--- src/rtl/adccal_pkg.sv ---
package adccal_pkg;

    parameter int SAMPLE_W  = 16;
    parameter int COEF_W    = 15;
    parameter int OFF_FRAC  = 2;
    parameter int GAIN_FRAC = 14;
    parameter int WORD_W    = 32;
    parameter int ADDR_W    = 2;

    localparam int EXT_W   = SAMPLE_W + OFF_FRAC + 1;
    localparam int PROD_W  = EXT_W + COEF_W + 1;
    localparam int SHIFT_W = OFF_FRAC + GAIN_FRAC;

    localparam logic [COEF_W-1:0] GAIN_UNITY = COEF_W'(1) << GAIN_FRAC;

    localparam logic [ADDR_W-1:0] ADDR_GAIN_TIA = 2'd0;
    localparam logic [ADDR_W-1:0] ADDR_GAIN_AUX = 2'd1;
    localparam logic [ADDR_W-1:0] ADDR_OFF_AUX  = 2'd2;

    typedef enum logic {
        CH_TIA = 1'b0,
        CH_AUX = 1'b1
    } chan_e;

    typedef struct packed {
        logic                     valid;
        chan_e                    chan;
        logic [COEF_W-1:0]        gain;
        logic signed [EXT_W-1:0]  ext;
    } stage1_t;

    function automatic logic [SAMPLE_W-1:0] round_sat(input logic signed [PROD_W-1:0] p);
        logic [PROD_W-1:0]        mag;
        logic [PROD_W-1:0]        q;
        logic signed [PROD_W-1:0] r;
        logic                     neg;
        logic                     fits;
        neg  = p[PROD_W-1];
        mag  = neg ? PROD_W'(-p) : PROD_W'(p);
        q    = (mag + (PROD_W'(1) << (SHIFT_W-1))) >> SHIFT_W;
        r    = neg ? -$signed(q) : $signed(q);
        fits = (r[PROD_W-1:SAMPLE_W-1] == '0) || (r[PROD_W-1:SAMPLE_W-1] == '1);
        if (fits)
            return r[SAMPLE_W-1:0];
        else if (r[PROD_W-1])
            return {1'b1, {(SAMPLE_W-1){1'b0}}};
        else
            return {1'b0, {(SAMPLE_W-1){1'b1}}};
    endfunction

endpackage

--- src/rtl/cal_coef_bank.sv ---
module cal_coef_bank
    import adccal_pkg::*;
(
    input  logic                     clk,
    input  logic                     rst,
    input  logic                     reg_wr,
    input  logic [ADDR_W-1:0]        reg_addr,
    input  logic [WORD_W-1:0]        reg_wdata,
    output logic [WORD_W-1:0]        reg_rdata,
    output logic [COEF_W-1:0]        gain_tia,
    output logic [COEF_W-1:0]        gain_aux,
    output logic [COEF_W-1:0]        off_aux
);

    always_ff @(posedge clk) begin
        if (rst) begin
            gain_tia <= GAIN_UNITY;
            gain_aux <= GAIN_UNITY;
            off_aux  <= '0;
        end else if (reg_wr) begin
            case (reg_addr)
                ADDR_GAIN_TIA: gain_tia <= reg_wdata[COEF_W-1:0];
                ADDR_GAIN_AUX: gain_aux <= reg_wdata[COEF_W-1:0];
                ADDR_OFF_AUX:  off_aux  <= reg_wdata[COEF_W-1:0];
                default: ;
            endcase
        end
    end

    always_comb begin
        case (reg_addr)
            ADDR_GAIN_TIA: reg_rdata = WORD_W'(gain_tia);
            ADDR_GAIN_AUX: reg_rdata = WORD_W'(gain_aux);
            ADDR_OFF_AUX:  reg_rdata = WORD_W'(off_aux);
            default:       reg_rdata = '0;
        endcase
    end

    // writes land at the next edge, low field only
    assert_wr_tia_R2: assert property (@(posedge clk) disable iff (rst)
        (reg_wr && reg_addr == ADDR_GAIN_TIA) |=> gain_tia == $past(reg_wdata[COEF_W-1:0]));
    assert_wr_aux_R2: assert property (@(posedge clk) disable iff (rst)
        (reg_wr && reg_addr == ADDR_GAIN_AUX) |=> gain_aux == $past(reg_wdata[COEF_W-1:0]));
    assert_wr_off_R2: assert property (@(posedge clk) disable iff (rst)
        (reg_wr && reg_addr == ADDR_OFF_AUX) |=> off_aux == $past(reg_wdata[COEF_W-1:0]));

endmodule

--- src/rtl/cal_offset_stage.sv ---
module cal_offset_stage
    import adccal_pkg::*;
(
    input  logic                       clk,
    input  logic                       rst,
    input  logic                       in_valid,
    input  chan_e                      in_chan,
    input  logic signed [SAMPLE_W-1:0] in_sample,
    input  logic [COEF_W-1:0]          gain_tia,
    input  logic [COEF_W-1:0]          gain_aux,
    input  logic [COEF_W-1:0]          off_aux,
    output stage1_t                    s1
);

    logic signed [EXT_W-1:0] sample_q;
    logic signed [EXT_W-1:0] off_ext;
    stage1_t                 nxt;

    always_comb begin
        sample_q  = EXT_W'(in_sample) <<< OFF_FRAC;
        off_ext   = (in_chan == CH_AUX) ? EXT_W'($signed(off_aux)) : '0;
        nxt.valid = in_valid;
        nxt.chan  = in_chan;
        nxt.gain  = (in_chan == CH_AUX) ? gain_aux : gain_tia;
        nxt.ext   = sample_q + off_ext;
    end

    always_ff @(posedge clk) begin
        if (rst) begin
            s1 <= '0;
        end else begin
            s1.valid <= in_valid;
            if (in_valid) begin
                s1.chan <= nxt.chan;
                s1.gain <= nxt.gain;
                s1.ext  <= nxt.ext;
            end
        end
    end

    // acceptance advances the valid flag one stage
    assert_stage1_valid_R9: assert property (@(posedge clk) disable iff (rst)
        in_valid |=> s1.valid);
    // transimpedance samples carry no offset
    assert_tia_no_offset_R4: assert property (@(posedge clk) disable iff (rst)
        (in_valid && in_chan == CH_TIA) |=>
        s1.ext == {{(EXT_W-SAMPLE_W-OFF_FRAC){$past(in_sample[SAMPLE_W-1])}}, $past(in_sample), {OFF_FRAC{1'b0}}});

endmodule

--- src/rtl/cal_scale_stage.sv ---
module cal_scale_stage
    import adccal_pkg::*;
(
    input  logic                clk,
    input  logic                rst,
    input  stage1_t             s1,
    output logic                out_valid,
    output logic [SAMPLE_W-1:0] out_data
);

    logic signed [PROD_W-1:0] ext_w;
    logic signed [PROD_W-1:0] gain_w;
    logic signed [PROD_W-1:0] prod;
    logic [SAMPLE_W-1:0]      result;

    always_comb begin
        ext_w  = PROD_W'(s1.ext);
        gain_w = $signed(PROD_W'(s1.gain));
        prod   = ext_w * gain_w;
        if (s1.gain == '0)
            result = (s1.chan == CH_AUX) ? {1'b1, {(SAMPLE_W-1){1'b0}}} : '0;
        else
            result = round_sat(prod);
    end

    always_ff @(posedge clk) begin
        if (rst) begin
            out_valid <= 1'b0;
            out_data  <= '0;
        end else begin
            out_valid <= s1.valid;
            if (s1.valid)
                out_data <= result;
        end
    end

    // valid follows stage 1 by one edge, data holds when idle
    assert_out_valid_R9: assert property (@(posedge clk) disable iff (rst)
        s1.valid |=> out_valid);
    assert_out_idle_R9: assert property (@(posedge clk) disable iff (rst)
        !s1.valid |=> (!out_valid && $stable(out_data)));
    // zero gain code forces class constant
    assert_zero_gain_aux_R8: assert property (@(posedge clk) disable iff (rst)
        (s1.valid && s1.gain == '0 && s1.chan == CH_AUX) |=> out_data == {1'b1, {(SAMPLE_W-1){1'b0}}});
    assert_zero_gain_tia_R8: assert property (@(posedge clk) disable iff (rst)
        (s1.valid && s1.gain == '0 && s1.chan == CH_TIA) |=> out_data == '0);
    // unity gain passes transimpedance samples through
    assert_unity_pass_R3: assert property (@(posedge clk) disable iff (rst)
        (s1.valid && s1.gain == GAIN_UNITY && s1.chan == CH_TIA) |=>
        out_data == $past(s1.ext[OFF_FRAC +: SAMPLE_W]));

endmodule

--- src/rtl/adc_cal_path.sv ---
module adc_cal_path
    import adccal_pkg::*;
(
    input  logic                       clk,
    input  logic                       rst,
    input  logic                       reg_wr,
    input  logic [ADDR_W-1:0]          reg_addr,
    input  logic [WORD_W-1:0]          reg_wdata,
    output logic [WORD_W-1:0]          reg_rdata,
    input  logic                       in_valid,
    input  logic                       in_chan,
    input  logic signed [SAMPLE_W-1:0] in_sample,
    output logic                       out_valid,
    output logic [SAMPLE_W-1:0]        out_data
);

    logic [COEF_W-1:0] gain_tia;
    logic [COEF_W-1:0] gain_aux;
    logic [COEF_W-1:0] off_aux;
    stage1_t           s1;
    chan_e             chan_tag;

    assign chan_tag = chan_e'(in_chan);

    cal_coef_bank u_bank (
        .clk       (clk),
        .rst       (rst),
        .reg_wr    (reg_wr),
        .reg_addr  (reg_addr),
        .reg_wdata (reg_wdata),
        .reg_rdata (reg_rdata),
        .gain_tia  (gain_tia),
        .gain_aux  (gain_aux),
        .off_aux   (off_aux)
    );

    cal_offset_stage u_off (
        .clk       (clk),
        .rst       (rst),
        .in_valid  (in_valid),
        .in_chan   (chan_tag),
        .in_sample (in_sample),
        .gain_tia  (gain_tia),
        .gain_aux  (gain_aux),
        .off_aux   (off_aux),
        .s1        (s1)
    );

    cal_scale_stage u_scale (
        .clk       (clk),
        .rst       (rst),
        .s1        (s1),
        .out_valid (out_valid),
        .out_data  (out_data)
    );

endmodule

--- config.mk ---
export PLATFORM = sky130hd
export DESIGN_NAME = adc_cal_path
export DESIGN_NICKNAME = d
export VERILOG_FILES = /design/src/rtl/adccal_pkg.sv /design/src/rtl/cal_coef_bank.sv /design/src/rtl/cal_offset_stage.sv /design/src/rtl/cal_scale_stage.sv /design/src/rtl/adc_cal_path.sv
export SDC_FILE = /design/constraint.sdc
export NUM_CORES = 1
export LEC_CHECK = 0
export ABC_AREA = 1
export CORE_AREA = 5 5 205 207
export CTS_CLUSTER_SIZE = 28
export DETAILED_ROUTE_END_ITERATION = 8
export DIE_AREA = 0 0 210 212
export HOLD_SLACK_MARGIN = 0.1
export PLACE_DENSITY = 0.78
export REMOVE_ABC_BUFFERS = 1
export SLEW_MARGIN = 20
export SYNTH_ARGS = -nofsm -noshare
export SYNTH_HDL_FRONTEND = slang
export SYNTH_HIERARCHICAL = 1
export SYNTH_SLANG_ARGS = --single-unit
--- constraint.sdc ---
create_clock -name clk -period 11.48 [get_ports clk]
set_clock_uncertainty 0.05 [all_clocks]
set_input_delay 2.296 -clock clk [delete_from_list [all_inputs] [get_ports clk]]
set_output_delay 2.296 -clock clk [all_outputs]
set_load 0.02 [all_outputs]
; ---- Word level (Yosys, flattened, before mapping)
; Index checks and enable logic that the tools add are counted.
[word_totals]
register_bits = 98
ram_bits = 0
romBits = 0
n_memories = 0
elab_cells = 33
latch_bits = 0
[classes]
order_cmp = 0
bitwise_logic = 0
shift = 0
n_mux = 9
reduce_logical = 7
add_sub_neg = 4
multipliers = 1
div = 0
eq_ne = 3
[ops]
columns = operator, n
row1 = $mux 35, 2
row2 = $mux 16, 4
row3 = $pmux 15 s3, 1
row4 = $add 35x16->35 const B, 1
row5 = $mul 19x16->35, 1
row6 = $neg 19->35, 1
row7 = $neg 35->35, 1
row8 = $eq 20x20->1 const B, 1
row9 = $logic_not 20->1, 1
row10 = $add 18x19->19, 1
row11 = $mux 19, 1
row12 = $logic_not 15->1, 1
row13 = $mux 15, 1
row14 = $reduce_and 2->1, 3
row15 = $eq 2x1->1 const B, 1
row16 = $eq 2x2->1 const B, 1
row17 = $logic_not 2->1, 1
row18 = $logic_or 1x1->1, 1

; ---- Longest topological paths before layout
; Gate-level depths: netlist (run 1).
[logic_depth]
depth_word = 10
mapped_depth = 57
ltp_nobuf = 54

; ---- By module
; Netlist (run 1), hierarchy kept.
[modules_own_cells]
columns = mod, n_inst, cells_per_inst, area_per_inst_um2, seq_area_each_um2
row1 = cal_scale_stage, 1, 2216, 14945.6, 340.3
row2 = cal_offset_stage, 1, 410, 2518.7, 720.7
row3 = cal_coef_bank, 1, 360, 2299.7, 900.9

; ---- Worst setup path after synthesis (run 1)
; Ideal clock, no wire load.
[synth_timing]
path_kind = register -> register
startpoint = reg u_off/s1[21] (netlist name)
endpoint = reg u_scale.out_data[11]
required_ns = 11.298
setup_ns = 0.132
path_slack_ns = 3.378
path_stages_with_launch = 44
n_path_buf = 3
arrival_time_ns = 7.919
path_cell_list = dfxtp_1 > clkbuf_1 > buf_1 > nand2_1 > fa_1 > fa_1 > inv_1 > fa_1 > inv_1 > fa_1 > fa_1 > fa_1 > inv_1 > ha_1 > nand2_1 > nor4_1 > nand3_1 > nand3_1 > (+8 left out) > nand2_1 > nand2_1 > nand3_2 > nor2_4 > nand2_2 > nand2_2 > nand2_2 > nor2_4 > nand2_1 > nand2_1 > nand2_2 > nor2_4 > nand2_4 > nand2_2 > buf_6 > nand2_2 > nand4_1 > a21oi_1
[synth_between]
elab_chain_len = 10
elab_cells_between_ends = 13
[synth_rtl]
columns = item, line_no
row1 = $mul 19x16->35, cal_scale_stage.sv:19  ; prod = ext_w * gain_w;
row2 = $neg 35->35, adccal_pkg.sv:39  ; mag = neg ? PROD_W'(-p) : PROD_W'(p);
row3 = $mux 35, adccal_pkg.sv:39
row4 = $add 35x16->35, adccal_pkg.sv:40  ; q = (mag + (PROD_W'(1) << (SHIFT_W-1))) >> SHIFT_W;
row5 = $neg 19->35, adccal_pkg.sv:41  ; r = neg ? -$signed(q) : $signed(q);
row6 = $mux 35, adccal_pkg.sv:41
row7 = $eq 20x20->1 / $logic_not 20->1 (equally long branches), adccal_pkg.sv:42  ; fits = (r[PROD_W-1:SAMPLE_W-1] == '0) || (r[PROD_W-1:SAMPLE_W-1] == '1);
row8 = $logic_or 1x1->1, adccal_pkg.sv:42
row9 = $mux 16, adccal_pkg.sv:43  ; if (fits)
row10 = $mux 16 (*), cal_scale_stage.sv:20  ; if (s1.gain == '0)
row11 = "end signal, assigned", cal_scale_stage.sv:33  ; out_data <= result;
row12 = "end, declared", cal_scale_stage.sv:8  ; output logic [SAMPLE_W-1:0] out_data
; Every way passes the cells marked *; elsewhere a longest branch is shown, timed or not.
; A chain may end at the register's enable or synchronous reset.

; ---- Worst setup path in the final report (run 1)
[layout_timing]
startpoint = reg u_off/s1[20] (netlist name)
endpoint = reg u_scale.out_data[2]
[layout_between]
elab_chain_len = 10
elab_cells_between_ends = 13
[layout_rtl]
columns = item, line_no
row1 = $mul 19x16->35, cal_scale_stage.sv:19
row2 = $neg 35->35, adccal_pkg.sv:39
row3 = $mux 35, adccal_pkg.sv:39
row4 = $add 35x16->35, adccal_pkg.sv:40
row5 = $neg 19->35, adccal_pkg.sv:41
row6 = $mux 35, adccal_pkg.sv:41
row7 = $eq 20x20->1 / $logic_not 20->1 (equally long branches), adccal_pkg.sv:42
row8 = $logic_or 1x1->1, adccal_pkg.sv:42
row9 = $mux 16, adccal_pkg.sv:43
row10 = $mux 16 (*), cal_scale_stage.sv:20
; Marks and branches as above.

==> results of run 1 <==
==> worst min-delay path: cells and delay by family (launching register included) <==
family           cells  cell delay, ns
flip-flops           1            0.31
AO/OA/AOI/OAI        1            0.06
AND/OR/NAND/NOR      1            0.06
==> registers in the layout, summed over array words and instances (netlist names) <==
signal             count
u_bank/gain_aux       15
u_bank/gain_tia       15
u_bank/off_aux        15
u_off/s1              36
u_scale/out_data      16
u_scale/out_valid      1
==> metrics by stage <==
| stage | std cells | total power, mW |
|---|---|---|
| detailed placement | 3500 | 2.510 |
| global placement | 3500 | 2.478 |
| floorplan | 2889 | 2.055 |
| CTS | 3516 | 2.842 |
| finish | 3516 | 2.853 |
| global route | 3516 | 3.166 |
==> cell type report <==
| cell class | instances | area share |
|---|---|---|
| clock buffer | 9 | 0.01074 |
| clock inverter | 7 | 0.003878 |
| inverter | 756 | 0.1354 |
| multi-input combinational | 2035 | 0.6882 |
| sequential | 98 | 0.09356 |
| tap | 532 | 0.03174 |
| timing repair buffer | 79 | 0.03652 |
==> cell families after synthesis <==
group | after synthesis | share of synthesized area
AO/OA/AOI/OAI | 156 | 0.04311
adder cells (fa/ha/maj) | 392 | 0.3568
AND/OR/NAND/NOR | 1444 | 0.3146
buffers and inverters | 869 | 0.1736
XOR/XNOR | 26 | 0.01247
flip-flops | 98 | 0.09927
other | 1 | 0.0001897
==> power groups by stage <==
stage | Combinational, mW | Clock (mW) | Sequential [mW]
floorplan | 1.60 | 0 | 0.453
global route | 2.38 | 0.336 | 0.450
CTS | 2.08 | 0.324 | 0.443
finish | 2.09 | 0.319 | 0.445
detailed placement | 2.06 | 0 | 0.450
global placement | 2.03 | 0 | 0.449
==> synth_stat cells (all sizes together) <==
master,count
dlygate4sd1,1
xnor2,9
ha,106
or2,2
a31oi,1
a21o,1
nand2,980
dfxtp,98
o21a,1
nand4,51
fa,286
inv,754
clkbuf,59
nor2,225
conb,1
clkinv,2
a21oi,98
o21bai,4
xor2,17
buf,53
nor4,5
o21ai,32
nor3,14
o211ai,19
and2,2
nand3,155
nand3b,10
==> per-layer routing <==
layer  routed length [um]  GRT usage  vias up
met4                 1370    0.07606        0
met1                20800     0.2976     8265
met5                    0          0        -
met2                23200     0.3906      584
li1                     -          -     8690
met3                 2861    0.02081       95
==> cells in the final DEF, fill, tap and decap left out, types with 3 or more instances in the layout <==
master	netlist	routed
clkbuf_16	0	9
nor2_4	13	13
nor2_1	196	196
conb_1	1	17
nand3_1	136	136
nand2_2	40	40
dfxtp_1	98	98
inv_1	732	732
o21ai_0	30	30
clkdlybuf4s50_1	0	69
nand3b_1	10	10
nand2_4	3	3
o21bai_1	4	4
a21oi_1	96	96
xor2_1	16	16
nor2_2	16	16
ha_1	106	106
o211ai_1	19	19
nor3_1	8	8
buf_4	23	10
xnor2_1	9	9
nand3_2	18	18
nor3_2	6	6
nor4_1	5	5
nand2_1	937	937
inv_2	22	22
nand4_1	51	51
fa_1	286	286
==> worst paths after layout <==
| path | endpoint | startpoint | cells past startpoint |
|---|---|---|---|
| worst max-delay path | u_scale/out_data[2]$_SDFFE_PP0P_ | u_off/s1[20]$_SDFFE_PP0P_ | 39 |
| worst min-delay path | u_scale/out_data[15]$_SDFFE_PP0P_ | u_scale/out_data[15]$_SDFFE_PP0P_ | 2 |
| worst max register to register | u_scale/out_data[2]$_SDFFE_PP0P_ | u_off/s1[20]$_SDFFE_PP0P_ | 39 |
| worst min register to register | u_scale/out_data[15]$_SDFFE_PP0P_ | u_scale/out_data[15]$_SDFFE_PP0P_ | 2 |
==> impl_metrics.tcl, run 1 <==
set metrics [dict create \
    cts_setup_buffers 0 \
    yosys_register_bits 98 \
    antenna_found_initial 0 \
    dp_hpwl_um 38200 \
    multiInputGateArea_um2 14430 \
    timing.hold.ws_ns 0.4199 \
    synth_cells 2986 \
    postRouteWirelength_um 48230 \
    fillers 3975 \
    p_clk_frac 0.112 \
    slew_headroom 0.3180 \
    cp-end-kind "register" \
    portBuffers 69 \
    place_ws_ns 1.916 \
    power.density_nw_per_um2 136.0 \
    clockBufferDepth 2 \
    drt_iter0_drc 1540 \
    core_um2 40180 \
    start_kind "register" \
    ys_seq_area_frac 0.09927 \
    fmax_mhz 103.8 \
    start_util 0.4918 \
    yosysTopAreaCellShare 0.2897 \
    grt_max_degree 54 \
    drv_slew 0 \
    yosysTopAreaCell "fa_1" \
    fin_crit_sh 0.8394 \
    timing.setup.tns_ns 0 \
    fin_ws_ns 1.844 \
    pwr-share-comb 0.732 \
    vdd_ir_drop_max_uv 123.8 \
    drc 0 \
    syn-cell-area_um2 19760 \
    grt_overflow_total 0 \
    tightest_slew_ns 1.019 \
    avgSynthCellArea_um2 6.619 \
    period_minus_slack_ns 9.636 \
    cts_tree "built" \
    synth.distinct_cells 43 \
    critPathTopFamily "adder cells" \
    clk_latency_ns 0.38 \
    ctsHoldBuffers 0 \
    grt_pass1_vias 17810 \
    postPlaceCellArea_um2 20660 \
    finalHoldViolCount 0 \
    power_leakage_nw 12.10 \
    yosysWarnings 6 \
    critical_path_class "register to register" \
    setup_viol 0 \
    rsz0062_at_grt "no" \
    cpMostUsedCell "nand2_1" \
    arrival_ns 9.83 \
    crit_path_max_incr_delay_ns 0.93 \
    switching_share 0.5661 \
    die_w_um 210 \
    crit_buf_inv 3 \
    hold_path.class "register to register" \
    die_area_um2 44520 \
    netlist_top_cells_area "fa_1 (29%), nand2_1 (18%), inv_1 (14%), dfxtp_1 (9.9%), ha_1 (6.7%)" \
    grt_pass1_wl_um 83420 \
    power_switching_mw 1.615 \
    regArea_um2 1962 \
    rows 74 \
    drive_gt1_frac 0.05060 \
    avgRoutedWirePerCell_um 13.72 \
    vias 17630 \
    path_max_fanout 53 \
    finalNetCount 3426 \
    r2r_slack_ns 1.84 \
    clk_pin_slew_worst_paths_ns 0.08 \
    cts-root-buf "clkbuf_16" \
    die_h_um 212 \
    areaGrowthSynthToFinish_pct 6.103 \
    required_ns 11.67 \
    fin_util 0.5219 \
    cts_buffers 9 \
    p_seq_frac 0.156 \
    max_cap_violations 0 \
    diodes 0 \
    slowest_stage "dfxtp_1" \
    htree_levels 3 \
    cts.sinks 98 \
    final_cell_area_um2 20970 \
    p_int_mw 1.238 \
    vias_per_cell 5.015 \
    post_cts_resized 0 \
    gp_congestion 0.9562 \
    pin_count 104 \
    ant_nets 0 \
    status "completed" \
    first_pass_iters 7 \
    track_usage 0.2249 \
]
Power figures use the tool's default switching activity.
==> inputs of run 2 (changes only) <==
Clock period 11.48 ns to 9.9 ns, I/O delays scaled along.
==> run 2 against run 1 <==
- flip-flop and latch count stayed put
- core utilization is 0.14 points higher
- fmax is 5.0% higher
- largest cell class unchanged
==> impl_metrics.tcl, run 2 (synthesis gave the netlist of run 1 again) <==
set metrics [dict create \
    fin_util 0.5233 \
    cts_tree "built" \
    layout_commonest_cell "nand2_1" \
    grt_max_degree 49 \
    cts_buffers 9 \
    antenna_found_initial 0 \
    die_w_um 210 \
    drive_gt1_frac 0.05383 \
    grt_overflow_total 0 \
    gp_congestion 0.9584 \
    core_um2 40180 \
    arrival_ns 9.36 \
    period_minus_slack_ns 9.174 \
    fmax_mhz 109.0 \
    path_max_fanout 19 \
    required_ns 10.09 \
    max_cap_violations 0 \
    clk_latency_ns 0.37 \
    postRouteWirelength_um 47530 \
    post-place-cells 3507 \
    crit_path_max_incr_delay_ns 0.97 \
    power.density_nw_per_um2 157.0 \
    htree_levels 3 \
    timing.setup.tns_ns 0 \
    power_leakage_nw 12.14 \
    slew_headroom 0.2519 \
    ant_nets 0 \
    vias_per_cell 4.993 \
    ctsHoldBuffers 0 \
    cts-root-buf "clkbuf_16" \
    drv_slew 0 \
    die_area_um2 44520 \
    vias 17590 \
    drc 0 \
    track_usage 0.2192 \
    diodes 0 \
    final_cells 3523 \
    rows 74 \
    largest_registers "u_off/s1: 36 flops, u_scale/out_data: 16 flops" \
    vdd_ir_drop_max_uv 137.5 \
    start_util 0.4918 \
    postPlaceCellArea_um2 20720 \
    fin_crit_sh 0.9267 \
    reg2regPathDepth 39 \
    tightest_slew_ns 1.118 \
    portBuffers 69 \
    die_h_um 212 \
    cp-end-kind "register" \
    first_pass_iters 6 \
    final_cell_area_um2 21030 \
    clk_pin_slew_worst_paths_ns 0.08 \
    status "completed" \
    rsz0062_at_grt "no" \
    cts.sinks 98 \
    layout_common_cells "nand2_1 (937), inv_1 (732), fa_1 (286)" \
    finalNetCount 3433 \
    pin_count 104 \
    critical_path_class "register to register" \
    grt_pass1_vias 17160 \
    fillers 3935 \
    cpMostUsedCell "nand2_1" \
    slowest_stage "dfxtp_1" \
    finalHoldViolCount 0 \
    largest_register_ffs 36 \
    hold_path.class "register to register" \
    top_register "u_off/s1" \
    setup_viol 0 \
    start_kind "register" \
    avgRoutedWirePerCell_um 13.49 \
    drt_iter0_drc 1300 \
    grt_pass1_wl_um 81570 \
    hold_depth 2 \
    dp_hpwl_um 37970 \
    clockBufferDepth 2 \
    areaGrowthSynthToFinish_pct 6.388 \
]
==> run 2: cell types whose count changed in the layout (fill, tap and decap cells not counted), sizes merged <==
cell | before | now
buf | 10 | 17
==> run 2: layout make-up <==
cell class / count / area [um2] / area share
clock buffers: 9 / 225.2 / 0.01071
clock inverters: 7 / 81.33 / 0.003868
inverters: 756 / 2839 / 0.1350
multi-input cells: 2035 / 14430 / 0.6863
flip-flops and latches: 98 / 1966 / 0.09348
well taps: 532 / 665.6 / 0.03166
repair buffers: 86 / 818.3 / 0.03892
==> run 2: power breakdown <==
part	switching [mW]	internal [mW]
registers	0.0752	0.438
clock network	0.180	0.180
logic	1.61	0.822
==> run 2: layer usage <==
layer  GRT usage  vias up  wire, um
met5           0        -         0
met3     0.02686       82      2964
met2      0.3703      565     22410
met4     0.06751        0      1225
li1            -     8710         -
met1      0.2972     8233     20930
==> run 2: per-stage QoR <==
stage | hold WS [ns] | total power, mW | setup slack [ns]
6_report | 0.4162 | 3.301 | 0.7260
5_1_grt | 0.4360 | 3.681 | 0.007064
4_1_cts | 0.4190 | 3.301 | 0.7328
3_5_place_dp | 0.4074 | 2.922 | 0.7864
3_3_place_gp | 0.4034 | 2.886 | 0.9241
2_1_floorplan | 0.3817 | 2.383 | 1.674
==> run 2: final timing paths <==
| check | startpoint | endpoint | slack, ns |
|---|---|---|---|
| hold reg to reg | u_scale/out_data[15]$_SDFFE_PP0P_ | u_scale/out_data[15]$_SDFFE_PP0P_ | 0.42 |
| setup / recovery | u_off/s1[27]$_SDFFE_PP0P_ | u_scale/out_data[2]$_SDFFE_PP0P_ | 0.73 |
| setup reg to reg | u_off/s1[27]$_SDFFE_PP0P_ | u_scale/out_data[2]$_SDFFE_PP0P_ | 0.73 |
| hold / removal | u_scale/out_data[15]$_SDFFE_PP0P_ | u_scale/out_data[15]$_SDFFE_PP0P_ | 0.42 |
==> run 2: critical path: cells and delay by family (launching register included) <==
family | cells | cell delay [ns]
fa+ha+maj | 9 | 3.77
simple gates | 24 | 3.16
flops | 1 | 0.97
xor+xnor | 2 | 0.49
buf+inv | 3 | 0.48
compound gates | 1 | 0.07
==> run 2: repair_timing <==
item	CTS	global route
buffers inserted	0	0
endpoints found under the setup margin	0	15
gates resized for setup	0	3
endpoints found under the hold margin	0	0
==> inputs of run 3 (changes only) <==
Settings changed: ABC_AREA 1 to not set, CORE_AREA 5 5 205 207 to 5 5 202 204, DIE_AREA 0 0 210 212 to 0 0 207 209.
==> run 3 against run 2 <==
- clock power is 2% higher
- critical path depth fell by 7
- combinational power fell by 24%
- total power decreased by 19%
- worst hold slack better by 0.028 ns
- count of clock-buffer cells in the layout stayed put
- core utilization rose by 0.96 points
- cell count fell by 20%
- via count decreased by 10%
- largest cell class unchanged
==> impl_metrics.tcl, run 3 <==
set metrics [dict create \
    grt_pass1_vias 16580 \
    gp_congestion 0.9006 \
    synth.distinct_cells 100 \
    finalHoldViolCount 0 \
    synthAdderAreaFrac 0.3709 \
    fin_util 0.5328 \
    slew_headroom 0.4150 \
    synth_ff_type "dfxtp_1" \
    track_usage 0.2178 \
    hp-start "u_off/s1[30]$_SDFFE_PP0P_" \
    fmax_mhz 107.0 \
    max_cap_violations 0 \
    synth_cells 2230 \
    vias 15810 \
    clk_latency_ns 0.38 \
    dp_hpwl_um 37760 \
    synthTopCellsByCount "inv_1 (352), fa_1 (286), nand2_1 (246)" \
    cp-end-kind "register" \
    first_pass_iters 8 \
    clockBufferDepth 2 \
    finalNetCount 2730 \
    period_minus_slack_ns 9.345 \
    drt_iter0_drc 1131 \
    drc 0 \
    async_reset_ff_frac 0 \
    power_mw 2.684 \
    rsz0062_at_grt "no" \
    yosysMostFrequentCell "inv_1" \
    ctsHoldBuffers 0 \
    cts.sinks 98 \
    tightest_slew_ns 0.8748 \
    cpMostUsedCell "fa_1" \
    reg2regPathDepth 32 \
    diodes 0 \
    clk_pin_slew_worst_paths_ns 0.08 \
    crit_path_max_incr_delay_ns 0.62 \
    htree_levels 3 \
    vdd_ir_drop_max_uv 102.4 \
    final_cells 2813 \
    die_area_um2 43260 \
    ant_nets 0 \
    netlist_top_cells_area "fa_1 (30%), dfxtp_1 (10%), ha_1 (7.0%), inv_1 (6.9%), nand2_1 (4.9%)" \
    rr_endpoint "u_scale/out_data[12]$_SDFFE_PP0P_" \
    avgSynthCellArea_um2 8.526 \
    rows 73 \
    antenna_found_initial 0 \
    syn-cell-area_um2 19010 \
    setup_viol 0 \
    power_leakage_nw 9.701 \
    die_w_um 207 \
    ys_seq_area_frac 0.1032 \
    required_ns 10.16 \
    layout_common_cells "inv_1 (352), fa_1 (286), nand2_1 (246)" \
    yosysTopAreaCellShare 0.3011 \
    muxShareOfSynthArea 0.04968 \
    yosysWarnings 6 \
    largest_registers "u_off/s1: 36 flops, u_scale/out_data: 16 flops" \
    path_max_fanout 15 \
    slowest_stage "or4_1" \
    synth-simple-area-share 0.1943 \
    rr_startpoint "u_off/s1[22]$_SDFFE_PP0P_" \
    start_util 0.4864 \
    yosysTopAreaCell "fa_1" \
    core_um2 39090 \
    grt_pass1_wl_um 79490 \
    die_h_um 209 \
    synth_top_family_by_area "adder cells" \
    arrival_ns 9.60 \
    portBuffers 69 \
    postRouteWirelength_um 47210 \
    synth_xor_xnor_area_share 0.03659 \
    grt_overflow_total 0 \
    fin_crit_sh 0.9439 \
    cts_tree "built" \
    cts-root-buf "clkbuf_16" \
    layout_commonest_cell "inv_1" \
    yosys_register_bits 98 \
    vias_per_cell 5.621 \
    hold_path.class "register to register" \
    r2r_slack_ns 0.55 \
    critical_path_class "register to register" \
    power.density_nw_per_um2 128.8 \
    synth_edf_count 0 \
    synth_compound_area_frac 0.1390 \
    post-place-cells 2795 \
    grt_max_degree 98 \
    drive_gt1_frac 0.08217 \
    largest_register_ffs 36 \
    cts_buffers 9 \
    hold_depth 2 \
    hold_end "u_off/s1[30]$_SDFFE_PP0P_" \
    start_kind "register" \
    top_register "u_off/s1" \
    pin_count 104 \
    avgRoutedWirePerCell_um 16.78 \
    areaGrowthSynthToFinish_pct 9.555 \
    status "completed" \
    drv_slew 0 \
]
==> run 3: cell count changes after synthesis, sizes merged, moves of 91 or more <==
| cell | delta |
|---|---|
| inv | -402 |
| and2 | +147 |
| nand2 | -734 |
| mux2i | +91 |
| nor2 | -142 |
| nand3 | -116 |
==> run 3: through the flow <==
stage / hold slack [ns] / TNS (ns) / instance area, um2 / setup WS [ns]
5_1_grt: 0.4609 / 0 / 20830 / 0.04394
3_5_place_dp: 0.4328 / -0.3540 / 20450 / -0.07479
2_1_floorplan: 0.4061 / 0 / 18380 / 0.1564
3_3_place_gp: 0.4224 / 0 / 20450 / 0.1903
4_1_cts: 0.4449 / 0 / 20750 / 0.001688
6_report: 0.4445 / 0 / 20830 / 0.5550
==> run 3: per-layer routing <==
metal / global-route usage / wire length, um
met5: 0 / 0
met1: 0.2688 / 19350
met2: 0.3921 / 24080
met3: 0.02597 / 2153
met4: 0.08071 / 1621
==> run 3: repair_timing <==
action                     in CTS  in global routing
resized for setup               2                 22
buffers inserted                0                  1
hold endpoints to repair        0                  0
pin swaps                       0                  1
setup endpoints to repair      15                 16
==> run 3: critical path, delay by kind of cell, from the launching register on <==
kind	cells	cell delay [ns]
xor gates and xnor gates	2	0.33
DFF	1	0.42
buffers and inverters	5	0.62
adders and majority gates	8	3.72
AOI/OAI and AO/OA	8	1.72
and+or+nand+nor	9	2.40
==> run 3: power breakdown <==
group | switching, mW | internal [mW]
Clock | 0.187 | 0.180
Sequential | 0.0484 | 0.426
Combinational | 1.06 | 0.783
Total | 1.30 | 1.39
==> run 3: cells by family after synthesis <==
group                    count (synthesis)
flip-flops                              98
multiplexers                            94
buffers and inverters                  493
XOR/XNOR                                77
AO/OA/AOI/OAI                          362
adder cells (fa/ha/maj)                392
AND/OR/NAND/NOR                        713
other                                    1
==> run 3: worst max path at each step <==
stage               slack [ns]                      start  depth (start not counted)                                 to
floorplan                 0.16  u_off/s1[20]$_SDFFE_PP0P_                         30  u_scale/out_data[12]$_SDFFE_PP0P_
global placement          0.19  u_off/s1[24]$_SDFFE_PP0P_                         31   u_scale/out_data[1]$_SDFFE_PP0P_
detailed placement       -0.07  u_off/s1[24]$_SDFFE_PP0P_                         31  u_scale/out_data[12]$_SDFFE_PP0P_
CTS                      0.002  u_off/s1[23]$_SDFFE_PP0P_                         31   u_scale/out_data[1]$_SDFFE_PP0P_
global route              0.04  u_off/s1[18]$_SDFFE_PP0P_                         30   u_scale/out_data[0]$_SDFFE_PP0P_
finish                    0.55  u_off/s1[22]$_SDFFE_PP0P_                         32  u_scale/out_data[12]$_SDFFE_PP0P_
==> run 3: final cells by class <==
type                    count  area, um2
well taps                 525      656.9
multi-input cells        1655      15120
clock buffers               9      225.2
flip-flops and latches     98       1987
repair buffers            166       1441
fillers                  3582      18260
inverters                 353       1325
clock inverters             7      76.32
